File: src/rtl/hz_pkg.sv
package hz_pkg;
    typedef enum logic [2:0] {
        CAUSE_NONE       = 3'd0,
        CAUSE_LOAD_USE   = 3'd1,
        CAUSE_BR_LOAD_EX = 3'd2,
        CAUSE_BR_ALU     = 3'd3,
        CAUSE_BR_LOAD_ME = 3'd4
    } hz_cause_e;
endpackage

File: src/rtl/hz_src_cmp.sv
module hz_src_cmp #(
    parameter int REG_W    = 5,
    parameter int ZERO_REG = 31,
    parameter int N_SRC    = 2
) (
    input  logic                        en,
    input  logic [REG_W-1:0]            dst,
    input  logic [N_SRC-1:0][REG_W-1:0] srcs,
    output logic                        hit
);
    localparam logic [REG_W-1:0] ZERO_IDX = REG_W'(ZERO_REG);

    logic [N_SRC-1:0] eq;
    logic             dst_live;

    assign dst_live = (dst != ZERO_IDX);

    genvar i;
    generate
        for (i = 0; i < N_SRC; i++) begin : g_src
            assign eq[i] = (srcs[i] == dst);
        end
    endgenerate

    assign hit = en && dst_live && (|eq);
endmodule

File: src/rtl/hz_cause_sel.sv
module hz_cause_sel
    import hz_pkg::*;
(
    input  logic      ld_ex_hit,
    input  logic      br_alu_hit,
    input  logic      br_ld_me_hit,
    input  logic      is_cbr,
    output hz_cause_e cause
);
    // execute-stage matches take priority over the memory-stage match
    always_comb begin
        cause = CAUSE_NONE;
        if (ld_ex_hit) begin
            cause = is_cbr ? CAUSE_BR_LOAD_EX : CAUSE_LOAD_USE;
        end else if (br_alu_hit) begin
            cause = CAUSE_BR_ALU;
        end else if (br_ld_me_hit) begin
            cause = CAUSE_BR_LOAD_ME;
        end
    end
endmodule

File: src/rtl/hz_detect.sv
module hz_detect
    import hz_pkg::*;
#(
    parameter int REG_W    = 5,
    parameter int ZERO_REG = 31
) (
    input  logic             clk,
    input  logic             rst_n,
    input  logic             ex_is_load,
    input  logic             ex_wr,
    input  logic [REG_W-1:0] ex_dst,
    input  logic             me_is_load,
    input  logic [REG_W-1:0] me_dst,
    input  logic [REG_W-1:0] id_src_a,
    input  logic [REG_W-1:0] id_src_b,
    input  logic             id_is_cbr,
    output logic             stall_front,
    output logic             bubble_ex
);
    localparam int N_SRC = 2;
    localparam logic [REG_W-1:0] ZERO_IDX = REG_W'(ZERO_REG);

    logic [N_SRC-1:0][REG_W-1:0] srcs;
    logic      ld_ex_hit, br_alu_hit, br_ld_me_hit;
    logic      en_alu, en_me;
    hz_cause_e cause;

    assign srcs   = {id_src_b, id_src_a};
    assign en_alu = id_is_cbr && ex_wr && !ex_is_load;
    assign en_me  = id_is_cbr && me_is_load;

    hz_src_cmp #(.REG_W(REG_W), .ZERO_REG(ZERO_REG), .N_SRC(N_SRC)) u_cmp_ld_ex (
        .en(ex_is_load), .dst(ex_dst), .srcs(srcs), .hit(ld_ex_hit)
    );

    hz_src_cmp #(.REG_W(REG_W), .ZERO_REG(ZERO_REG), .N_SRC(N_SRC)) u_cmp_alu_ex (
        .en(en_alu), .dst(ex_dst), .srcs(srcs), .hit(br_alu_hit)
    );

    hz_src_cmp #(.REG_W(REG_W), .ZERO_REG(ZERO_REG), .N_SRC(N_SRC)) u_cmp_ld_me (
        .en(en_me), .dst(me_dst), .srcs(srcs), .hit(br_ld_me_hit)
    );

    hz_cause_sel u_sel (
        .ld_ex_hit(ld_ex_hit), .br_alu_hit(br_alu_hit),
        .br_ld_me_hit(br_ld_me_hit), .is_cbr(id_is_cbr), .cause(cause)
    );

    always_comb begin
        unique case (cause)
            CAUSE_LOAD_USE, CAUSE_BR_LOAD_EX,
            CAUSE_BR_ALU, CAUSE_BR_LOAD_ME: begin
                stall_front = 1'b1;
                bubble_ex   = 1'b1;
            end
            default: begin
                stall_front = 1'b0;
                bubble_ex   = 1'b0;
            end
        endcase
    end

    // load in execute feeding a decode source
    a_r1_load_use: assert property (@(posedge clk) disable iff (!rst_n)
        (ex_is_load && ex_dst != ZERO_IDX && (ex_dst == id_src_a || ex_dst == id_src_b))
        |-> stall_front);

    // without a load in execute and without a branch in decode, never stall
    a_r2_no_cause: assert property (@(posedge clk) disable iff (!rst_n)
        (!ex_is_load && !id_is_cbr) |-> !stall_front);

    // zero register in both producer slots never stalls
    a_r3_zero_reg: assert property (@(posedge clk) disable iff (!rst_n)
        (ex_dst == ZERO_IDX && me_dst == ZERO_IDX) |-> !stall_front);

    // branch behind an ALU producer
    a_r4_branch_alu: assert property (@(posedge clk) disable iff (!rst_n)
        (id_is_cbr && ex_wr && ex_dst != ZERO_IDX &&
         (ex_dst == id_src_a || ex_dst == id_src_b)) |-> stall_front);

    // branch behind a load in memory stage
    a_r5_branch_load_me: assert property (@(posedge clk) disable iff (!rst_n)
        (id_is_cbr && me_is_load && me_dst != ZERO_IDX &&
         (me_dst == id_src_a || me_dst == id_src_b)) |-> stall_front);

    // bubble accompanies every stall and nothing else
    a_r6_bubble: assert property (@(posedge clk) disable iff (!rst_n)
        bubble_ex == stall_front);
endmodule

File: config.mk
export PLATFORM = sky130hd
export DESIGN_NAME = hz_detect
export DESIGN_NICKNAME = d
export VERILOG_FILES = /design/src/rtl/hz_pkg.sv /design/src/rtl/hz_src_cmp.sv /design/src/rtl/hz_cause_sel.sv /design/src/rtl/hz_detect.sv
export SDC_FILE = /design/constraint.sdc
export NUM_CORES = 1
export LEC_CHECK = 0
export BUFFER_PORTS_ARGS = -buffer_cell sky130_fd_sc_hd__buf_2
export CAP_MARGIN = 20
export CORE_AREA = 2 2 39 41
export DETAILED_ROUTE_END_ITERATION = 10
export DIE_AREA = 0 0 41 43
export PLACE_DENSITY = 0.56
export RECOVER_POWER = 50
export SETUP_SLACK_MARGIN = 0.1
export SYNTH_ARGS = -nofsm -noshare
export SYNTH_HDL_FRONTEND = slang
export SYNTH_SLANG_ARGS = --single-unit
export TNS_END_PERCENT = 50
File: constraint.sdc
create_clock -name vclk -period 0.94
set_input_delay 0.047 -clock vclk [all_inputs]
set_output_delay 0.047 -clock vclk [all_outputs]
set_load 0.01 [all_outputs]
==> results of run 1 <==
## critical path: cells and delay by family
kind,cells,cell delay (ps)
compound gates,2,330
xor+xnor,1,150
buf+inv,2,240
simple gates,1,70
## worst max-delay path by stage
stage | startpoint | to | slack, ps | cells after the start
floorplan | ex_dst[4] | stall_front | 140 | 5
global placement | ex_dst[3] | bubble_ex | 8 | 6
detailed placement | ex_dst[3] | bubble_ex | 8 | 6
CTS | me_dst[4] | bubble_ex | 50 | 6
global route | me_dst[4] | bubble_ex | -30 | 6
finish | id_src_b[1] | bubble_ex | 60 | 6
## layout make-up
class	instances	share of cell area, %
multi-input combinational	37	57.2
timing repair buffer	26	39.2
tap	16	3.60
## power groups by stage
stage	Combinational, mW	Clock [mW]	Sequential, mW
after global placement	0.200	0	0
final	0.264	0	0
after detailed placement	0.201	0	0
after CTS	0.261	0	0
after global routing	0.286	0	0
after floorplan	0.110	0	0
## repair_timing
item	in CTS	in global routing
pin swaps	18	2
endpoints found under the hold margin	0	0
gates resized for setup	25	3
endpoints found under the setup margin	2	2
## kinds of logic after synthesis
| kind of cell | count (synthesis) |
|---|---|
| AO/OA/AOI/OAI | 6 |
| XOR/XNOR | 20 |
| buffers and inverters | 1 |
| AND/OR/NAND/NOR | 11 |
## cells in the final DEF (no fill, tap or decap)
| cell | instances |
|---|---|
| buf_2 | 12 |
| a21oi_1 | 1 |
| buf_4 | 1 |
| a31oi_1 | 2 |
| nand2_1 | 5 |
| buf_6 | 12 |
| buf_8 | 1 |
| xnor2_1 | 13 |
| nand3_1 | 4 |
| xnor2_2 | 7 |
| and3_1 | 2 |
| a22o_1 | 1 |
| o22ai_1 | 2 |
## routing by layer
| layer | up-vias | global-route usage (%) | routed length, µm |
|---|---|---|---|
| li1 | 181 | - | - |
| met1 | 154 | 10.9 | 300 |
| met3 | 2 | 1.05 | 58 |
| met4 | 0 | 2.00 | 19 |
| met5 | - | 0 | 0 |
| met2 | 14 | 20.0 | 410 |
## metrics by stage
step                      cell area, µm²  hold WS (ps)  instances
after floorplan                      273           374         38
after global placement               415           614         79
after detailed placement             415           624         79
after CTS                            542           591         79
after global routing                 556           625         79
final                                556           582         79
==> results.yml, run 1 <==
status:
  status: "finished, final reports clean"
yosys:
  yosys.area_share.simple_pct: 18.8
  ys_top_cells_by_count: "xnor2_1, nand2_1, nand3_1"
  ys.warnings.count: 0
  yosysSeqAreaShare_pct: 0
  yosysTopAreaCell: "xnor2_1"
  syn_nets: 64
  synthTopCellsByArea: "xnor2_1, nand3_1, nand2_1, a31oi_1, and3_1"
  synthMuxAreaShare_pct: 0
  synth_top_family_by_area: "XOR/XNOR gates"
  syn_avg_cell_area_um2: 7.18
  yosysUniqueCellTypes: 9
  netlist_area_um2: 273
  synth-xor-area-share_pct: 64.2
  synthAdderAreaFrac_pct: 0
  synth_most_common_cell: "xnor2_1"
  synth_top_area_share_pct: 64.2
  synth_compound_area_share_pct: 14.2
  synth_cells: 38
floorplanning:
  core_um2: 1380
  die_area_um2: 1760
  rows: 14
  initial_utilization_pct: 19.7
  io_pins: 28
  fp.dieW_um: 41
  die_h_um: 43
critical_path:
  critPathMaxFanout: 2
  worstSetupStartpointType: "input port"
  end_kind: "output pin"
  critPathKind: "in -> out"
  required_ps: 890
  arrival_ps: 830
  slowest_stage: "a22o_1"
  max_stage_delay_ps: 170
  crit_chain: "buf_2 > xnor2_1 > nand2_1 > o22ai_1 > a22o_1 > buf_2"
  cpMostUsedCell: "buf_2"
pwr:
  p_leak_nw: 0.252
  p_clk_share_pct: 0
  switching_share_pct: 36.6
  powerDensity_nw_per_um2: 476
  intPower_mw: 0.167
  seqPwrFrac_pct: 0
  vdd.ir_drop.worst_mv: 0.162
  finalPower_mw: 0.264
  p_switching_mw: 0.0968
  combPwrFrac_pct: 100.0
timing:
  period_share_pct: 93.7
  setup_slack_ps: 58.8
  relSlewSlack_pct: 90.6
  max_freq_mhz: 1130
  setup_viol: 0
  slew_viol_final: 0
  worst_slew_pin_slew_ps: 141
  period_minus_slack_ps: 881
  hold_viol_final: 0
  rsz0062_at_grt: "true"
  setup-tns-final_ps: 0
global_route:
  globalRoute.totalOverflow: 0
  grtUsageTotal_pct: 10.3
  grt_pass1_vias: 360
  grt_first_pass_wirelength_um: 1350
  grt_max_degree: 4
  antenna_found_initial: 0
clock_network:
  cts_setup_buffers: 0
  hold_buffers: 0
drt:
  routedWlPerCell_um: 9.97
  drt_first_pass_iters: 2
  drt_iter0_markers: 1
  via_per_inst: 4.44
  vias: 351
  drc: 0
  wirelength_um: 788
  ant_nets: 0
cells_and_area:
  multi_input_area_um2: 318
  utilization_pct: 40.1
  seq_cells: 0
  antenna_cells: 0
  seqCellArea_um2: 0
  drive_gt1_share_pct: 52.4
  num-clock-buffers: 0
  nets: 91
  area_delta_synth_final_pct: 104
  n_fill_cell: 150
placed_design:
  gp_congestion: 0.704
  dp_slack_ps: 8.11
  io_buffers: 26
worst_hold_path:
  hold_class: "in -> out"
  worstHoldStart: "me_dst[4]"
  min_to: "stall_front"
  hold_depth: 4
run:
  maxCapViolCount: 0
Note: power is estimated with default switching activity, not from simulation.
==> inputs of run 2 (changes only) <==
--- a/config.mk
+++ b/config.mk
@@ -10,6 +10,7 @@
 export CORE_AREA = 2 2 39 41
 export DETAILED_ROUTE_END_ITERATION = 10
 export DIE_AREA = 0 0 41 43
+export MAX_ROUTING_LAYER = met4
 export PLACE_DENSITY = 0.56
 export RECOVER_POWER = 50
 export SETUP_SLACK_MARGIN = 0.1
==> results.yml, run 2 (synthesis gave the netlist of run 1 again) <==
status:
  status: "finished, final reports clean"
cells_and_area:
  drive_gt1_share_pct: 52.4
  layout_commonest_cell: "xnor2_1"
  antenna_cells: 0
  most-common-layout-cells: "xnor2_1, buf_2, buf_6"
  area_delta_synth_final_pct: 104
  utilization_pct: 40.1
  num-clock-buffers: 0
  multi_input_area_um2: 318
  nets: 91
  n_fill_cell: 150
  seq_cells: 0
  seqCellArea_um2: 0
timing:
  period_share_pct: 93.7
  period_minus_slack_ps: 881
  max_freq_mhz: 1130
  worst_slew_pin_slew_ps: 141
  setup_viol: 0
  setup-tns-final_ps: 0
  slew_viol_final: 0
  relSlewSlack_pct: 90.6
  hold_viol_final: 0
  rsz0062_at_grt: "true"
critical_path:
  max_stage_delay_ps: 170
  worstSetupStartpointType: "input port"
  crit_path_start: "id_src_b[1]"
  slowest_stage: "a22o_1"
  required_ps: 890
  crit_end: "bubble_ex"
  critPathKind: "in -> out"
  crit_family: "compound AO/OA/AOI/OAI gates"
  cpMostUsedCell: "buf_2"
  end_kind: "output pin"
  crit_chain: "buf_2 > xnor2_1 > nand2_1 > o22ai_1 > a22o_1 > buf_2"
  arrival_ps: 830
  critPathMaxFanout: 2
  worst-path-stages: 6
  path_buf_inv: 2
run:
  maxCapViolCount: 0
floorplanning:
  initial_utilization_pct: 19.7
  io_pins: 28
  die_h_um: 43
  fp.dieW_um: 41
  core_um2: 1380
  rows: 14
  die_area_um2: 1760
global_route:
  grt-busiest-layer: "met2"
  grt_first_pass_wirelength_um: 1350
  grt_pass1_vias: 360
  globalRoute.totalOverflow: 0
  grtUsageMet1_pct: 11.2
  grt_max_degree: 4
  use_met2_pct: 20.0
  antenna_found_initial: 0
  grtUsageTotal_pct: 10.6
  met3_usage_pct: 0.524
pwr:
  vdd.ir_drop.worst_mv: 0.162
  p_leak_nw: 0.252
  powerDensity_nw_per_um2: 476
drt:
  via_per_inst: 4.44
  drc: 0
  vias: 351
  ant_nets: 0
  wirelength_um: 788
  routedWlPerCell_um: 9.97
  drt_iter0_markers: 1
  drt_first_pass_iters: 2
worst_hold_path:
  hold_class: "in -> out"
  worstHoldStart: "me_dst[4]"
placed_design:
  io_buffers: 26
  gp_congestion: 0.712
clock_network:
  cts_setup_buffers: 0
  hold_buffers: 0
## run 2: routing by layer
metal | share of wire [%] | wire, µm
met1 | 39 | 308
met2 | 52 | 410
met3 | 6.3 | 50
met4 | 2.4 | 19
met5 | 0 | 0
## run 2: layout make-up
class / count / area share (%)
multi-input combinational: 37 / 57.2
timing repair buffer: 26 / 39.2
tap: 16 / 3.60
## run 2: worst min-delay path: cells and delay by family
family | cells | cell delay, ps
buffers and inverters | 2 | 220
AO/OA/AOI/OAI | 2 | 270
## run 2: timing repair
action,in CTS,in global routing
pin swaps,18,2
cloned,0,0
setup endpoints to repair,2,2
resized for setup,25,3
## run 2: worst min path at each step
stage | to | cells past startpoint
6_report | stall_front | 4
2_1_floorplan | bubble_ex | 2
3_3_place_gp | stall_front | 5
3_5_place_dp | stall_front | 5
4_1_cts | stall_front | 4
5_1_grt | stall_front | 4
## run 2: metrics by stage
step / instances / setup slack (ps) / hold slack [ps] / area [µm²] / power (mW)
finish: 79 / 58.8 / 582 / 556 / 0.264
detailed placement: 79 / 8.11 / 624 / 415 / 0.201
floorplan: 38 / 136 / 374 / 273 / 0.110
CTS: 79 / 45.4 / 591 / 542 / 0.261
global placement: 79 / 8.44 / 614 / 415 / 0.200
global route: 79 / -34.5 / 625 / 556 / 0.286
## run 2: power breakdown
part           leakage, nW  switching, mW  total (mW)  internal (mW)
Clock                    0              0           0              0
Combinational        0.252         0.0968       0.264          0.167
Sequential               0              0           0              0
Total                0.252         0.0968       0.264          0.167
